**src/rtl/pll_pkg.sv**
```systemverilog
// Shared widths, register indices, recovery encodings and the operating-point
// table generator for the PLL divider controller.
package pll_pkg;
    localparam int N_W    = 9;
    localparam int M_W    = 7;
    localparam int G_W    = 8;
    localparam int SEL_W  = 5;
    localparam int SW_W   = 4;
    localparam int ADDR_W = 3;
    localparam int DATA_W = 16;
    localparam int TMO_W  = 12;

    localparam logic [ADDR_W-1:0] A_CTRL  = 3'd0;
    localparam logic [ADDR_W-1:0] A_CPU_N = 3'd1;
    localparam logic [ADDR_W-1:0] A_CPU_M = 3'd2;
    localparam logic [ADDR_W-1:0] A_SRC_N = 3'd3;
    localparam logic [ADDR_W-1:0] A_WDOG  = 3'd4;
    localparam logic [ADDR_W-1:0] A_REC_N = 3'd5;

    typedef enum logic [1:0] {
        REC_NONE   = 2'b00,
        REC_MANUAL = 2'b01,
        REC_HW     = 2'b10,
        REC_NONE_B = 2'b11
    } rec_mode_e;

    typedef struct packed {
        logic [G_W-1:0] gear;
        logic [N_W-1:0] cpu_n;
        logic [M_W-1:0] cpu_m;
        logic [N_W-1:0] src_n;
        logic [M_W-1:0] src_m;
    } tbl_entry_t;

    // Computes one row of the operating-point table from its index.
    function automatic tbl_entry_t make_entry(input int idx);
        tbl_entry_t e;
        e.gear  = G_W'(16 + idx);
        e.cpu_n = N_W'(200 + 4 * idx);
        e.cpu_m = M_W'(24 + (idx % 8));
        e.src_n = N_W'(100 + 2 * idx);
        e.src_m = M_W'(25 + (idx % 4));
        return e;
    endfunction
endpackage

```
**src/rtl/pll_freq_table.sv**
```systemverilog
// Operating-point lookup: a constant table of 2**SEL_W rows, built by a
// generate loop from the package generator and indexed combinationally.
// Assumes sel is a registered or static code; no timing state inside.
module pll_freq_table
    import pll_pkg::*;
#(
    parameter int TSEL_W = SEL_W
) (
    input  logic [TSEL_W-1:0] sel,
    output tbl_entry_t        entry
);
    localparam int ROWS = 1 << TSEL_W;

    tbl_entry_t rom [ROWS];

    // One constant row per table index.
    for (genvar i = 0; i < ROWS; i++) begin : g_row
        assign rom[i] = make_entry(i);
    end

    // Row selection.
    assign entry = rom[sel];
endmodule

```
**src/rtl/pll_watchdog.sv**
```systemverilog
// Watchdog: a down-counter reloaded by any register write (seen one cycle
// late so the freshly written timeout is used) or while disarmed. At zero it
// signals expiry for one cycle and starts a fixed-length reset pulse.
// Assumes timeout is stable except through register writes.
module pll_watchdog #(
    parameter int WT_W    = 12,
    parameter int RST_LEN = 16
) (
    input  logic            clk,
    input  logic            rst_n,
    input  logic            arm,
    input  logic            wr_seen,
    input  logic [WT_W-1:0] timeout,
    output logic            expire,
    output logic            sys_rst
);
    localparam int RC_W = $clog2(RST_LEN + 1);

    logic [WT_W-1:0] count;
    logic [RC_W-1:0] rst_cnt;
    logic            wr_q;

    // Expiry only when armed, counted out and no write in flight.
    assign expire  = arm && !wr_seen && !wr_q && (count == '0);
    assign sys_rst = (rst_cnt != '0);

    // Delay the write indication so the reload uses the new timeout.
    always_ff @(posedge clk) begin
        if (!rst_n) wr_q <= 1'b0;
        else        wr_q <= wr_seen;
    end

    // Timeout counter.
    always_ff @(posedge clk) begin
        if (!rst_n)                     count <= '0;
        else if (wr_q || !arm || expire) count <= timeout;
        else if (count != '0)           count <= count - 1'b1;
    end

    // Reset pulse length counter.
    always_ff @(posedge clk) begin
        if (!rst_n)              rst_cnt <= '0;
        else if (expire)         rst_cnt <= RC_W'(RST_LEN);
        else if (rst_cnt != '0)  rst_cnt <= rst_cnt - 1'b1;
    end

    p_rst_after_expire_r8: assert property (@(posedge clk) disable iff (!rst_n)
        expire |=> sys_rst);
    p_rst_start_r8: assert property (@(posedge clk) disable iff (!rst_n)
        $rose(sys_rst) |-> $past(expire));
    p_no_expire_on_write_r8: assert property (@(posedge clk) disable iff (!rst_n)
        wr_seen |-> !expire);
endmodule

```
**src/rtl/pll_cfg_regs.sv**
```systemverilog
// Configuration registers: control, dial-in dividers with staged M, link N,
// watchdog settings and recovery N. Applies the CPU recovery policy on a
// watchdog expiry. Assumes expiry never coincides with a write.
module pll_cfg_regs
    import pll_pkg::*;
(
    input  logic              clk,
    input  logic              rst_n,
    input  logic              wr_en,
    input  logic [ADDR_W-1:0] wr_addr,
    input  logic [DATA_W-1:0] wr_data,
    input  logic              wd_expire,
    output logic              cpu_daf_en,
    output logic              src_daf_en,
    output logic              sw_sel_en,
    output logic [SW_W-1:0]   sw_fsel,
    output logic [N_W-1:0]    daf_n,
    output logic [M_W-1:0]    daf_m,
    output logic [N_W-1:0]    src_daf_n,
    output logic              wd_en,
    output logic [TMO_W-1:0]  wd_timeout
);
    logic [M_W-1:0] m_pend;
    logic           m_pend_vld;
    logic [N_W-1:0] prev_n;
    logic [M_W-1:0] prev_m;
    logic [N_W-1:0] rec_n;
    logic           auto_en;
    rec_mode_e      rec_mode;
    logic           unused_data;

    assign unused_data = ^wr_data[DATA_W-1:7];

    // Register writes and watchdog recovery actions.
    always_ff @(posedge clk) begin
        if (!rst_n) begin
            cpu_daf_en <= 1'b0;
            src_daf_en <= 1'b0;
            sw_sel_en  <= 1'b0;
            sw_fsel    <= '0;
            daf_n      <= '0;
            daf_m      <= '0;
            m_pend     <= '0;
            m_pend_vld <= 1'b0;
            prev_n     <= '0;
            prev_m     <= '0;
            src_daf_n  <= '0;
            rec_n      <= '0;
            wd_en      <= 1'b0;
            auto_en    <= 1'b0;
            rec_mode   <= REC_NONE;
            wd_timeout <= '0;
        end else if (wr_en) begin
            case (wr_addr)
                A_CTRL: begin
                    cpu_daf_en <= wr_data[0];
                    src_daf_en <= wr_data[1];
                    sw_sel_en  <= wr_data[2];
                    sw_fsel    <= wr_data[3 +: SW_W];
                end
                A_CPU_N: begin
                    prev_n <= daf_n;
                    prev_m <= daf_m;
                    daf_n  <= wr_data[N_W-1:0];
                    if (m_pend_vld) begin
                        daf_m      <= m_pend;
                        m_pend_vld <= 1'b0;
                    end
                end
                A_CPU_M: begin
                    m_pend     <= wr_data[M_W-1:0];
                    m_pend_vld <= 1'b1;
                end
                A_SRC_N: src_daf_n <= wr_data[N_W-1:0];
                A_WDOG: begin
                    wd_en      <= wr_data[0];
                    auto_en    <= wr_data[1];
                    rec_mode   <= rec_mode_e'(wr_data[3:2]);
                    wd_timeout <= wr_data[4 +: TMO_W];
                end
                A_REC_N: rec_n <= wr_data[N_W-1:0];
                default: ;
            endcase
        end else if (wd_expire) begin
            if (auto_en) begin
                daf_n      <= prev_n;
                daf_m      <= prev_m;
                m_pend_vld <= 1'b0;
            end else begin
                case (rec_mode)
                    REC_MANUAL: daf_n      <= rec_n;
                    REC_HW:     cpu_daf_en <= 1'b0;
                    default:    ;
                endcase
            end
        end
    end

    p_m_with_n_r4: assert property (@(posedge clk) disable iff (!rst_n)
        !$stable(daf_m) |-> ($past(wr_en && wr_addr == A_CPU_N) || $past(wd_expire && auto_en)));
    p_src_kept_r13: assert property (@(posedge clk) disable iff (!rst_n)
        wd_expire |=> $stable({src_daf_en, src_daf_n}));
    p_hw_clears_r11: assert property (@(posedge clk) disable iff (!rst_n)
        (wd_expire && !auto_en && rec_mode == REC_HW) |=> !cpu_daf_en);
endmodule

```
**src/rtl/pll_div_ctrl.sv**
```systemverilog
// PLL divider controller top: picks table or dial-in dividers for the CPU and
// link PLLs, registers them with per-PLL change strobes, and arms a watchdog
// during CPU dial-in mode. Assumes hw_fsel is a static latched strap.
module pll_div_ctrl
    import pll_pkg::*;
#(
    parameter int RST_LEN = 16
) (
    input  logic              clk,
    input  logic              rst_n,
    input  logic              wr_en,
    input  logic [ADDR_W-1:0] wr_addr,
    input  logic [DATA_W-1:0] wr_data,
    input  logic [SEL_W-1:0]  hw_fsel,
    output logic [N_W-1:0]    cpu_n,
    output logic [M_W-1:0]    cpu_m,
    output logic [N_W-1:0]    src_n,
    output logic [M_W-1:0]    src_m,
    output logic [G_W-1:0]    gear,
    output logic              cpu_upd,
    output logic              src_upd,
    output logic              sys_rst
);
    logic              cpu_daf_en, src_daf_en, sw_sel_en, wd_en, wd_expire;
    logic [SW_W-1:0]   sw_fsel;
    logic [N_W-1:0]    daf_n, src_daf_n;
    logic [M_W-1:0]    daf_m;
    logic [TMO_W-1:0]  wd_timeout;
    logic [SEL_W-1:0]  cpu_sel;
    tbl_entry_t        cpu_ent, hw_ent;
    logic [N_W-1:0]    cpu_n_nx, src_n_nx;
    logic [M_W-1:0]    cpu_m_nx, src_m_nx;
    logic              unused_tbl;

    pll_cfg_regs i_regs (
        .clk(clk), .rst_n(rst_n), .wr_en(wr_en), .wr_addr(wr_addr),
        .wr_data(wr_data), .wd_expire(wd_expire), .cpu_daf_en(cpu_daf_en),
        .src_daf_en(src_daf_en), .sw_sel_en(sw_sel_en), .sw_fsel(sw_fsel),
        .daf_n(daf_n), .daf_m(daf_m), .src_daf_n(src_daf_n),
        .wd_en(wd_en), .wd_timeout(wd_timeout)
    );

    pll_watchdog #(.WT_W(TMO_W), .RST_LEN(RST_LEN)) i_wdog (
        .clk(clk), .rst_n(rst_n), .arm(wd_en && cpu_daf_en), .wr_seen(wr_en),
        .timeout(wd_timeout), .expire(wd_expire), .sys_rst(sys_rst)
    );

    // CPU row: software code when enabled, strap code otherwise.
    assign cpu_sel = sw_sel_en ? SEL_W'(sw_fsel) : hw_fsel;

    pll_freq_table i_cpu_tbl (.sel(cpu_sel), .entry(cpu_ent));
    pll_freq_table i_hw_tbl  (.sel(hw_fsel), .entry(hw_ent));

    assign unused_tbl = ^{cpu_ent.gear, cpu_ent.src_n, cpu_ent.src_m,
                          hw_ent.cpu_n, hw_ent.cpu_m};

    // Next divider values: dial-in registers or table row.
    always_comb begin
        cpu_n_nx = cpu_daf_en ? daf_n : cpu_ent.cpu_n;
        cpu_m_nx = cpu_daf_en ? daf_m : cpu_ent.cpu_m;
        src_n_nx = src_daf_en ? src_daf_n : hw_ent.src_n;
        src_m_nx = hw_ent.src_m;
    end

    // Output registers and change strobes.
    always_ff @(posedge clk) begin
        if (!rst_n) begin
            cpu_n   <= '0;
            cpu_m   <= '0;
            src_n   <= '0;
            src_m   <= '0;
            gear    <= '0;
            cpu_upd <= 1'b0;
            src_upd <= 1'b0;
        end else begin
            cpu_n   <= cpu_n_nx;
            cpu_m   <= cpu_m_nx;
            src_n   <= src_n_nx;
            src_m   <= src_m_nx;
            gear    <= hw_ent.gear;
            cpu_upd <= ({cpu_n_nx, cpu_m_nx} != {cpu_n, cpu_m});
            src_upd <= ({src_n_nx, src_m_nx} != {src_n, src_m});
        end
    end

    p_cpu_upd_change_r7: assert property (@(posedge clk) disable iff (!rst_n)
        cpu_upd |-> !$stable({cpu_n, cpu_m}));
    p_cpu_quiet_stable_r7: assert property (@(posedge clk) disable iff (!rst_n)
        !cpu_upd |-> $stable({cpu_n, cpu_m}));
    p_src_upd_change_r7: assert property (@(posedge clk) disable iff (!rst_n)
        src_upd |-> !$stable({src_n, src_m}));
    p_src_quiet_stable_r7: assert property (@(posedge clk) disable iff (!rst_n)
        !src_upd |-> $stable({src_n, src_m}));
endmodule

```
**config.mk**
```make
export PLATFORM = sky130hd
export DESIGN_NAME = pll_div_ctrl
export DESIGN_NICKNAME = d
export VERILOG_FILES = /design/src/rtl/pll_pkg.sv /design/src/rtl/pll_freq_table.sv /design/src/rtl/pll_watchdog.sv /design/src/rtl/pll_cfg_regs.sv /design/src/rtl/pll_div_ctrl.sv
export SDC_FILE = /design/constraint.sdc
export NUM_CORES = 1
export LEC_CHECK = 0
export ABC_CLOCK_PERIOD_IN_PS = 2600
export BUFFER_PORTS_ARGS = -buffer_cell sky130_fd_sc_hd__buf_2
export CAP_MARGIN = 20
export CORE_ASPECT_RATIO = 0.7
export CORE_MARGIN = 10
export CORE_UTILIZATION = 50
export CTS_CLUSTER_SIZE = 24
export DETAILED_ROUTE_END_ITERATION = 10
export MAX_ROUTING_LAYER = met4
export PLACE_DENSITY_LB_ADDON = 0.15
export SLEW_MARGIN = 20
export SYNTH_ARGS = -nofsm -noshare
export SYNTH_HDL_FRONTEND = slang
export SYNTH_SLANG_ARGS = --single-unit
```
**constraint.sdc**
```tcl
create_clock -name clk -period 2.6 [get_ports clk]
set_input_delay 0.13 -clock clk [delete_from_list [all_inputs] [get_ports clk]]
set_output_delay 0.13 -clock clk [all_outputs]
set_load 0.01 [all_outputs]
```
### Word level (Yosys, flattened, before mapping)

Memories as Yosys holds them, arrays and structs flattened.
Index checks and enable logic that the tools add are counted.

| storage, ports and cells | value |
|---|---|
| memories kept | 2 |
| input bits | 27 |
| register bits | 141 |
| bits in read-only memories | 2,560 |
| word-level logic and storage cells | 111 |
| output and inout port bits | 43 |

Memory list:

| name | words | bits a word | read ports | clocked after memory_dff | write ports | RTL line | text |
|---|---|---|---|---|---|---|---|
| (name not given) | 32 | 40 | 1 | 0 | 0 | pll_freq_table.sv:22 | `assign entry = rom[sel];` |
| (name not given) | 32 | 40 | 1 | 0 | 0 | pll_freq_table.sv:22 |  |

| operators by class | value |
|---|---|
| reduce and logical (&&, ||, !) cells | 30 |
| $lt $le $gt $ge | 2 |
| muxes and demuxes | 31 |
| bitwise gates (word level) | 3 |
| equal/unequal tests | 14 |
| $add $sub $neg | 2 |

Operators by type and width:

| kind | number |
|---|---|
| $mux W40 | 2 |
| $mux W32 | 2 |
| $mux W9 | 7 |
| $mux W7 | 6 |
| $ne A16 B16 Y1 | 2 |
| $mux W12 | 2 |
| $mux W5 | 3 |
| $ge A6 B6 Y1 const B | 2 |
| $logic_not A12 Y1 | 1 |
| $not A5 Y6 | 2 |
| $reduce_and A2 Y1 | 6 |
| $reduce_bool A12 Y1 | 1 |
| $sub A12 B1 Y12 const B | 1 |
| $reduce_bool A2 Y1 | 5 |
| $mux W1 | 8 |
| $reduce_and A4 Y1 | 2 |
| $eq A3 B2 Y1 const B | 2 |
| $eq A3 B3 Y1 const B | 2 |
| $ne A2 B1 Y1 const B | 3 |
| $reduce_and A3 Y1 | 2 |
| $reduce_bool A5 Y1 | 1 |
| $sub A5 B1 Y5 const B | 1 |
| $logic_and A1 B1 Y1 | 4 |
| $eq A3 B1 Y1 const B | 1 |
| other kinds (11) | 14 |

### Depth between registers and ports, before layout

Gate-level depths: netlist (run 1).

| logic depth | value |
|---|---|
| depth in word-level cells | 7 |
| mapped depth | 9 |
| depth with buffers taken out | 8 |

### Cells and area by module

From an unflattened synthesis (run 1), not the netlist that was laid out.

| unflattened totals | value |
|---|---|
| cell total of the unflattened synthesis | 748 |
| area, all modules | 6,799.0 µm² |

By module, submodules not included:

| module | instances | area an instance (µm²) | cells each | seq. area each (µm²) |
|---|---|---|---|---|
| pll_cfg_regs | 1 | 3,339.5 | 384 | 1,621.6 |
| pll_div_ctrl | 1 | 1,830.5 | 163 | 840.8 |
| pll_watchdog | 1 | 997.2 | 112 | 360.3 |
| pll_freq_table at i_hw_tbl | 1 | 317.8 | 45 | 0.0 |
| pll_freq_table at i_cpu_tbl | 1 | 314.1 | 44 | 0.0 |

### Least setup slack after synthesis (run 1)

OpenSTA, ideal clock, no wires.

| timing path | value |
|---|---|
| kind | register to register |
| from | register i_regs.sw_sel_en |
| to | register cpu_upd |
| path buffers | 1 |
| arrival | 2,221 ps |
| setup time | 133 ps |
| data required time | 2,467 ps |
| period minus slack after synthesis | 2,354 ps |
| cell stages (with the launch flop) | 10 |
| slack | 246 ps |
| path through | dfxtp_1 > clkbuf_1 > mux2i_1 > inv_1 > ha_1 > a21bo_2 > a2111oi_0 > a211oi_1 > nor4_1 > a31oi_1 |

| on the way | value |
|---|---|
| cells in the longest elaborated chain, start to end | 7 |
| elaborated cells between the ends (all ways) | 8 |
| those cells by class | eq/ne: 1; mux: 5; bitwise: 1; memory: 1 |

Ends and longest elaborated chain:

| element | RTL line | text |
|---|---|---|
| start: declaration | pll_cfg_regs.sv:15 | `output logic sw_sel_en,` |
| start signal: assignment | pll_cfg_regs.sv:58 | `sw_sel_en <= wr_data[2];` |
| $mux W5 (*) | pll_div_ctrl.sv:49 | `assign cpu_sel = sw_sel_en ? SEL_W'(sw_fsel) : hw_fsel;` |
| $not A5 Y6 (implied by the code) (*) | pll_freq_table.sv:22 |  |
| $mem_v2 Z32 W40 (*) | - |  |
| $mux W32 (implied by the code) (*) (2 in series) | pll_freq_table.sv:22 |  |
| $mux W7 or $mux W9 (tied branches) | pll_div_ctrl.sv:60, pll_div_ctrl.sv:59 |  |
| $ne A16 B16 Y1 (*) | pll_div_ctrl.sv:81 | `cpu_upd <= ({cpu_n_nx, cpu_m_nx} != {cpu_n, cpu_m});` |
| end signal: assignment | pll_div_ctrl.sv:81 |  |
| end: declaration | pll_div_ctrl.sv:20 | `output logic cpu_upd,` |

Every way passes the cells marked *; elsewhere a longest branch is shown, timed or not. The select of a mux whose other input is x is not followed.
A chain may end at the register's enable or synchronous reset.

### Final worst setup path (run 1)

Same ends and word-level chain as after synthesis.

==> results of run 1 <==
-- routing by layer --
metal | up-vias | part of all wire [%]
met5 | - | 0
met4 | 0 | 0.73
met3 | 11 | 4.7
met2 | 132 | 45
met1 | 2561 | 49
li1 | 2672 | -
-- power by group --
part / leakage (nW) / internal, mW / total, mW / switching [mW]
Sequential: 1.11 / 2.18 / 2.25 / 0.0741
Clock: 0.322 / 1.75 / 2.66 / 0.910
Combinational: 1.47 / 0.271 / 0.637 / 0.366
-- worst register-to-register path: cells and delay by family, from the launching register on --
| kind | cells | cell delay, ps |
|---|---|---|
| flops | 1 | 440 |
| buf+inv | 1 | 100 |
| mux | 1 | 300 |
| compound gates | 4 | 780 |
| fa+ha+maj | 1 | 250 |
| simple gates | 1 | 370 |
-- final timing paths --
check | slack (ps) | start | to
worst min register to register | 450 | i_regs.prev_m[6] | i_regs.prev_m[6]
worst max-delay path | 230 | i_regs.sw_sel_en | cpu_upd
worst max register to register | 230 | i_regs.sw_sel_en | cpu_upd
worst min-delay path | 10 | wr_data[8] | i_regs.src_daf_n[8]
-- registers in the layout (all words and copies together) (netlist names), 2 cells and up --
name,cells
i_regs.daf_n,9
i_regs.m_pend,7
i_regs.sw_fsel,4
i_regs.wd_timeout,12
cpu_n,9
gear,6
i_regs.prev_m,7
i_wdog.count,12
i_regs.src_daf_n,9
src_m,4
src_n,9
i_regs.daf_m,7
cpu_m,7
i_wdog.rst_cnt,5
i_regs.rec_mode,2
i_regs.rec_n,9
i_regs.prev_n,9
-- logic make-up after synthesis --
logic type | Yosys count | synth area share (%)
adder cells (fa/ha/maj) | 9 | 1.804
other | 1 | 0.06009
flip-flops | 136 | 43.62
AND/OR/NAND/NOR | 287 | 22.93
AO/OA/AOI/OAI | 167 | 16.40
multiplexers | 39 | 6.355
buffers and inverters | 65 | 4.751
XOR/XNOR | 29 | 4.070
-- Yosys cell counts, types with 9 or more instances --
master    number
nand2_1      144
inv_1         18
ha_1           9
nor2_1        50
a21oi_1       81
xnor2_1       21
clkbuf_1      27
mux2i_1       37
and3_1        11
buf_2          9
and2_1        12
nor3_1        11
nand3b_1      13
dfxtp_1      136
o21ai_0       25
-- metrics by stage --
stage | std cells | util, %
global placement | 935 | 54.26
detailed placement | 935 | 54.26
finish | 977 | 60.38
floorplan | 736 | -
CTS | 977 | 60.37
global route | 977 | 60.38
-- repair_timing --
action,in CTS,in global routing
setup endpoints to repair,0,1
resized for setup,0,1
hold buffers,10,0
endpoints found under the hold margin,10,0
setup buffers,0,0
-- cell type report --
type	count	area [um2]	share of cell area, %
repair buffers	94	568.0	7.626
flip-flops and latches	136	2723	36.55
well taps	162	202.7	2.721
clock buffers	19	452.9	6.081
inverters	18	67.56	0.9071
multi-input cells	535	3234	43.42
clock inverters	13	200.2	2.688
==> impl_results.md, run 1 <==
* First-pass GRT wire length at 26.24 mm
* Initial antenna violation count at 0
* Slew HR at 47.20%
* DP Wirelength at 11.18 mm
* Clock Path Buffers at 2
* Critical path depth in cells at 8
* Overflow after GRT at 0
* Maxcap violations at 0
* CP startpoint kind: flip-flop
* Setup Skew at 8.322 ps
* Hold Crit Depth at 3
* Global placement routability congestion at 0.8436
* Worst setup margin at 230.9 ps
* Endpoints failing setup at 0
* Mapped Cells at 733
* Number of synthesized flops with an enable pin at 0
* CP Capture Type: flip-flop
* Most frequent cells in the layout: nand2_1 (144), dfxtp_1 (136), a21oi_1 (81)
* Clk sinks at 136
* Worst IR drop on VDD at 522.6 uV
* CP delay by family, top: compound AO/OA/AOI/OAI gates
* DIE HEIGHT at 113.5 um
* Largest net degree at the start of global routing at 40
* Post-route setup TNS at 0 ps
* Synth top area share at 43.62%
* Cell taking the most area after synthesis: dfxtp_1
* # IOs at 70
* Run status: completed
* Die ar. at 17420 um2
* Clk_lat worst skew at 420 ps
* Reg clk slew, reported paths at 60 ps
* Diode count at 0
* CP max FO at 5
* Fin Hold WS at 11.35 ps
* Power, Total at 5.544 mW
* Number of fill cells at 1058
* First-pass DRT Iterations at 7
* Synth cell types at 75
* Ys async rst share at 0%
* Busiest grt layer: met2
* Layout Nets at 838
* Most common cell after layout, fill and taps aside: nand2_1
* HP Class: in -> reg
* Antenna Nets Post-Route at 0
* Layout area overhead at 19.35%
* Die width at 153.5 um
* Number of global-route vias before repair at 5026
* Register area share after synthesis at 43.62%
* Reg2Reg Depth at 8
* Clock buffer count from CTS at 17
* Max-slew violations at 0
* Cell area after layout at 7448 um2
* Critical path required time at 2880 ps
* Pwr dens at 744.3 nW/um2
* Final Critical Period at 2369 ps
* Via count at 5376
* Gr usage total at 18.78%
* CTS root buf: clkbuf_16
* Max incr delay on CP at 440 ps
* Starting Density at 50.59%
* Worst-path cell chain: mux2i_1, inv_1, ha_1, a21bo_2, a2111oi_1, a211oi_1, nor4_1, a31oi_1
* Vias per inst at 5.503
* Synth Cell Area at 6241 um2
* Final WL at 16.02 mm
* Layout cell share with drive strength beyond 1 at 17.18%
* Fin crit share at 91.12%
* Unrepaired setup endpoints after global routing: false
* Synthesized area per cell at 8.514 um2
* FMAX at 422.1 MHz
* Leakage power at 2.904 nW
* Depth of the CTS H-tree at 4
* Post-synth top flop: dfxtp_1
* Crit path max-delay cell type: dfxtp_1
* Routed length per instance at 16.40 um
* GRT met2 Usage at 27.96%
* I/O Buffers at 65
* Starting DRT DRC Count at 455
* Core area at 12340 um2
* Flip-flop and latch count after synthesis at 136
* DRC at 0
* Largest cells by area after synthesis: dfxtp_1 (44%), nand2_1 (8.7%), a21oi_1 (6.5%)
* Place WS at 208.2 ps
* Critical Path AT at 2650 ps
* Buffers & Inverters on Critical Path at 1
* Kind of critical path: reg -> reg
* GR Util met1 at 25.01%
* CTS tree: yes
* Tightest Pin Transition at 780.9 ps
* M3 GR Usage at 4.475%
* DP Area at 6694 um2
* Final Hold Vio Count at 0
* Synth Warn # at 0
* FP Rows at 34
No activity file was read; power rests on OpenSTA's default activity.
==> inputs of run 2 (changes only) <==
MAX_ROUTING_LAYER = not set   (was met4)
TNS_END_PERCENT = 5   (was not set)
==> run 2 against run 1 <==
Effect of this change:
- first-iteration DRC count is 4.8% lower
- clock-buffer cell count is 4 higher
- hold slack better by 12 ps
- largest power group unchanged
==> impl_results.md, run 2 (synthesis gave the netlist of run 1 again) <==
* Run status: completed
* Clock buffer count from CTS at 17
* Psw at 1.321 mW
* GRT met2 Usage at 28.22%
* Core area at 12340 um2
* Pwr dens at 723.0 nW/um2
* Clk sinks at 136
* Final WL at 16.00 mm
* Reg area at 2723 um2
* DP Wirelength at 11.03 mm
* Final Critical Period at 2334 ps
* Clock share of power at 45.9%
* Clock Path Buffers at 2
* CTS root buf: clkbuf_16
* Post-route setup TNS at 0 ps
* CP startpoint kind: flip-flop
* # IOs at 70
* Layout area overhead at 18.42%
* Fin Hold WS at 23.18 ps
* Crit path max-delay cell type: dfxtp_1
* M3 GR Usage at 4.175%
* Maxcap violations at 0
* Postcts setup bufs at 0
* R2R Setup Slk at 270 ps
* Depth of the CTS H-tree at 4
* Sequential power share at 42.1%
* Final core utilization at 59.91%
* Vias per inst at 5.429
* Die ar. at 17420 um2
* Unrepaired setup endpoints after global routing: false
* FF-to-FF Start: i_regs.sw_sel_en
* Max incr delay on CP at 430 ps
* CP max FO at 5
* Layout Nets at 835
* Via count at 5282
* Combinational power share at 12.0%
* Kind of critical path: reg -> reg
* Diode count at 0
* CTS tree: yes
* Number of global-route vias before repair at 5125
* Global placement routability congestion at 0.8312
* DRC at 0
* Starting Density at 50.59%
* Max-slew violations at 0
* Biggest regs: i_regs.wd_timeout (12), i_wdog.count (12)
* Most frequent cells in the layout: nand2_1 (144), dfxtp_1 (136), a21oi_1 (81)
* Reg clk slew, reported paths at 60 ps
* Worst-path cell chain: mux2_2, ha_1, a21bo_2, a2111oi_0, a211oi_1, nor4_2, a31oi_1
* Most common cell after layout, fill and taps aside: nand2_1
* Setup Skew at 7.549 ps
* Die width at 153.5 um
* First-pass GRT wire length at 25.87 mm
* FP Rows at 34
* Final Hold Vio Count at 0
* Initial antenna violation count at 0
* Overflow after GRT at 0
* Critical path required time at 2890 ps
* Critical path origin: i_regs.sw_sel_en
* Layout cell share with drive strength beyond 1 at 16.40%
* Slew HR at 42.66%
* Tightest Pin Transition at 848.1 ps
* Sw Share at 24.72%
* DIE HEIGHT at 113.5 um
* Endpoints failing setup at 0
* GR Util met1 at 23.88%
* Clk_lat worst skew at 420 ps
* Gr usage total at 17.96%
* Critical Path AT at 2630 ps
* Leakage power at 2.860 nW
* Busiest grt layer: met2
* Antenna Nets Post-Route at 0
* Largest net degree at the start of global routing at 52
* HP Class: in -> reg
* First-pass DRT Iterations at 5
* Number of fill cells at 1117
* Worst r2r dst: cpu_upd
* I/O Buffers at 65
* P_int at 4.022 mW
* FMAX at 428.4 MHz
* Reg2Reg Depth at 7
* Starting DRT DRC Count at 433
* CP endpoint: cpu_upd
* Multi-input logic area at 3239 um2
* Worst IR drop on VDD at 469.8 uV
* Fin crit share at 89.78%
* CP Capture Type: flip-flop
* Routed length per instance at 16.44 um
[run 2: cell types whose count changed in the layout (fill, tap and decap cells not counted), sizes merged]
cell	change
buf	-4
bufinv	-2
clkinvlp	+1
clkbuf	+4
dlygate4sd3	+1
clkinv	-4
[run 2: worst min path at each step]
stage / from / endpoint / slack [ps] / cells after the start
after global routing: wr_data[7] / i_regs.wd_timeout[3] / 20 / 3
final: wr_data[7] / i_regs.wd_timeout[3] / 20 / 3
after global placement: wr_data[15] / i_regs.wd_timeout[11] / 370 / 3
after CTS: wr_data[7] / i_regs.src_daf_n[7] / 10 / 3
after floorplan: rst_n / src_m[3] / 160 / 0
after detailed placement: wr_data[11] / i_regs.wd_timeout[7] / 380 / 3
[run 2: cell type report]
| cell class | count | share of cell area, % |
|---|---|---|
| clock buffers | 23 | 6.467 |
| clock inverters | 8 | 1.625 |
| inverters | 18 | 0.9142 |
| multi-input cells | 535 | 43.83 |
| flip-flops and latches | 136 | 36.84 |
| well taps | 162 | 2.743 |
| repair buffers | 91 | 7.584 |
[run 2: worst max-delay path: cells and delay by family, from the launching register on]
kind                     cells  cell delay, ps
AO/OA/AOI/OAI                4             820
adder cells (fa/ha/maj)      1             240
flip-flops                   1             430
multiplexers                 1             400
AND/OR/NAND/NOR              1             330
[run 2: timing repair]
action                                  CTS  global route
hold endpoints to repair                 12             0
endpoints found under the setup margin    0             1
hold buffers                             11             0
gates resized for setup                   0             1
[run 2: routing by layer]
layer  up-vias  share of wire (%)
met5         -                  0
met4         0                1.3
met3        17                4.4
met2       103                 45
met1      2503                 49
li1       2659                  -
[run 2: metrics by stage]
step           area [um2]  cells  setup slack, ps  total power [mW]
5_1_grt              7391    973            54.06             5.568
3_3_place_gp         6676    931            351.2             2.889
3_5_place_dp         6676    931            252.8             2.915
6_report             7391    973            265.8             5.343
4_1_cts              7385    973            235.8             5.385
2_1_floorplan        6252    736            246.3             2.721
[run 2: power by group through the flow]
stage | Combinational, mW | Sequential (mW) | Clock, mW
final | 0.642 | 2.25 | 2.45
after global routing | 0.719 | 2.26 | 2.59
after CTS | 0.643 | 2.25 | 2.49
after detailed placement | 0.622 | 2.29 | 0
after global placement | 0.600 | 2.29 | 0
after floorplan | 0.431 | 2.29 | 0
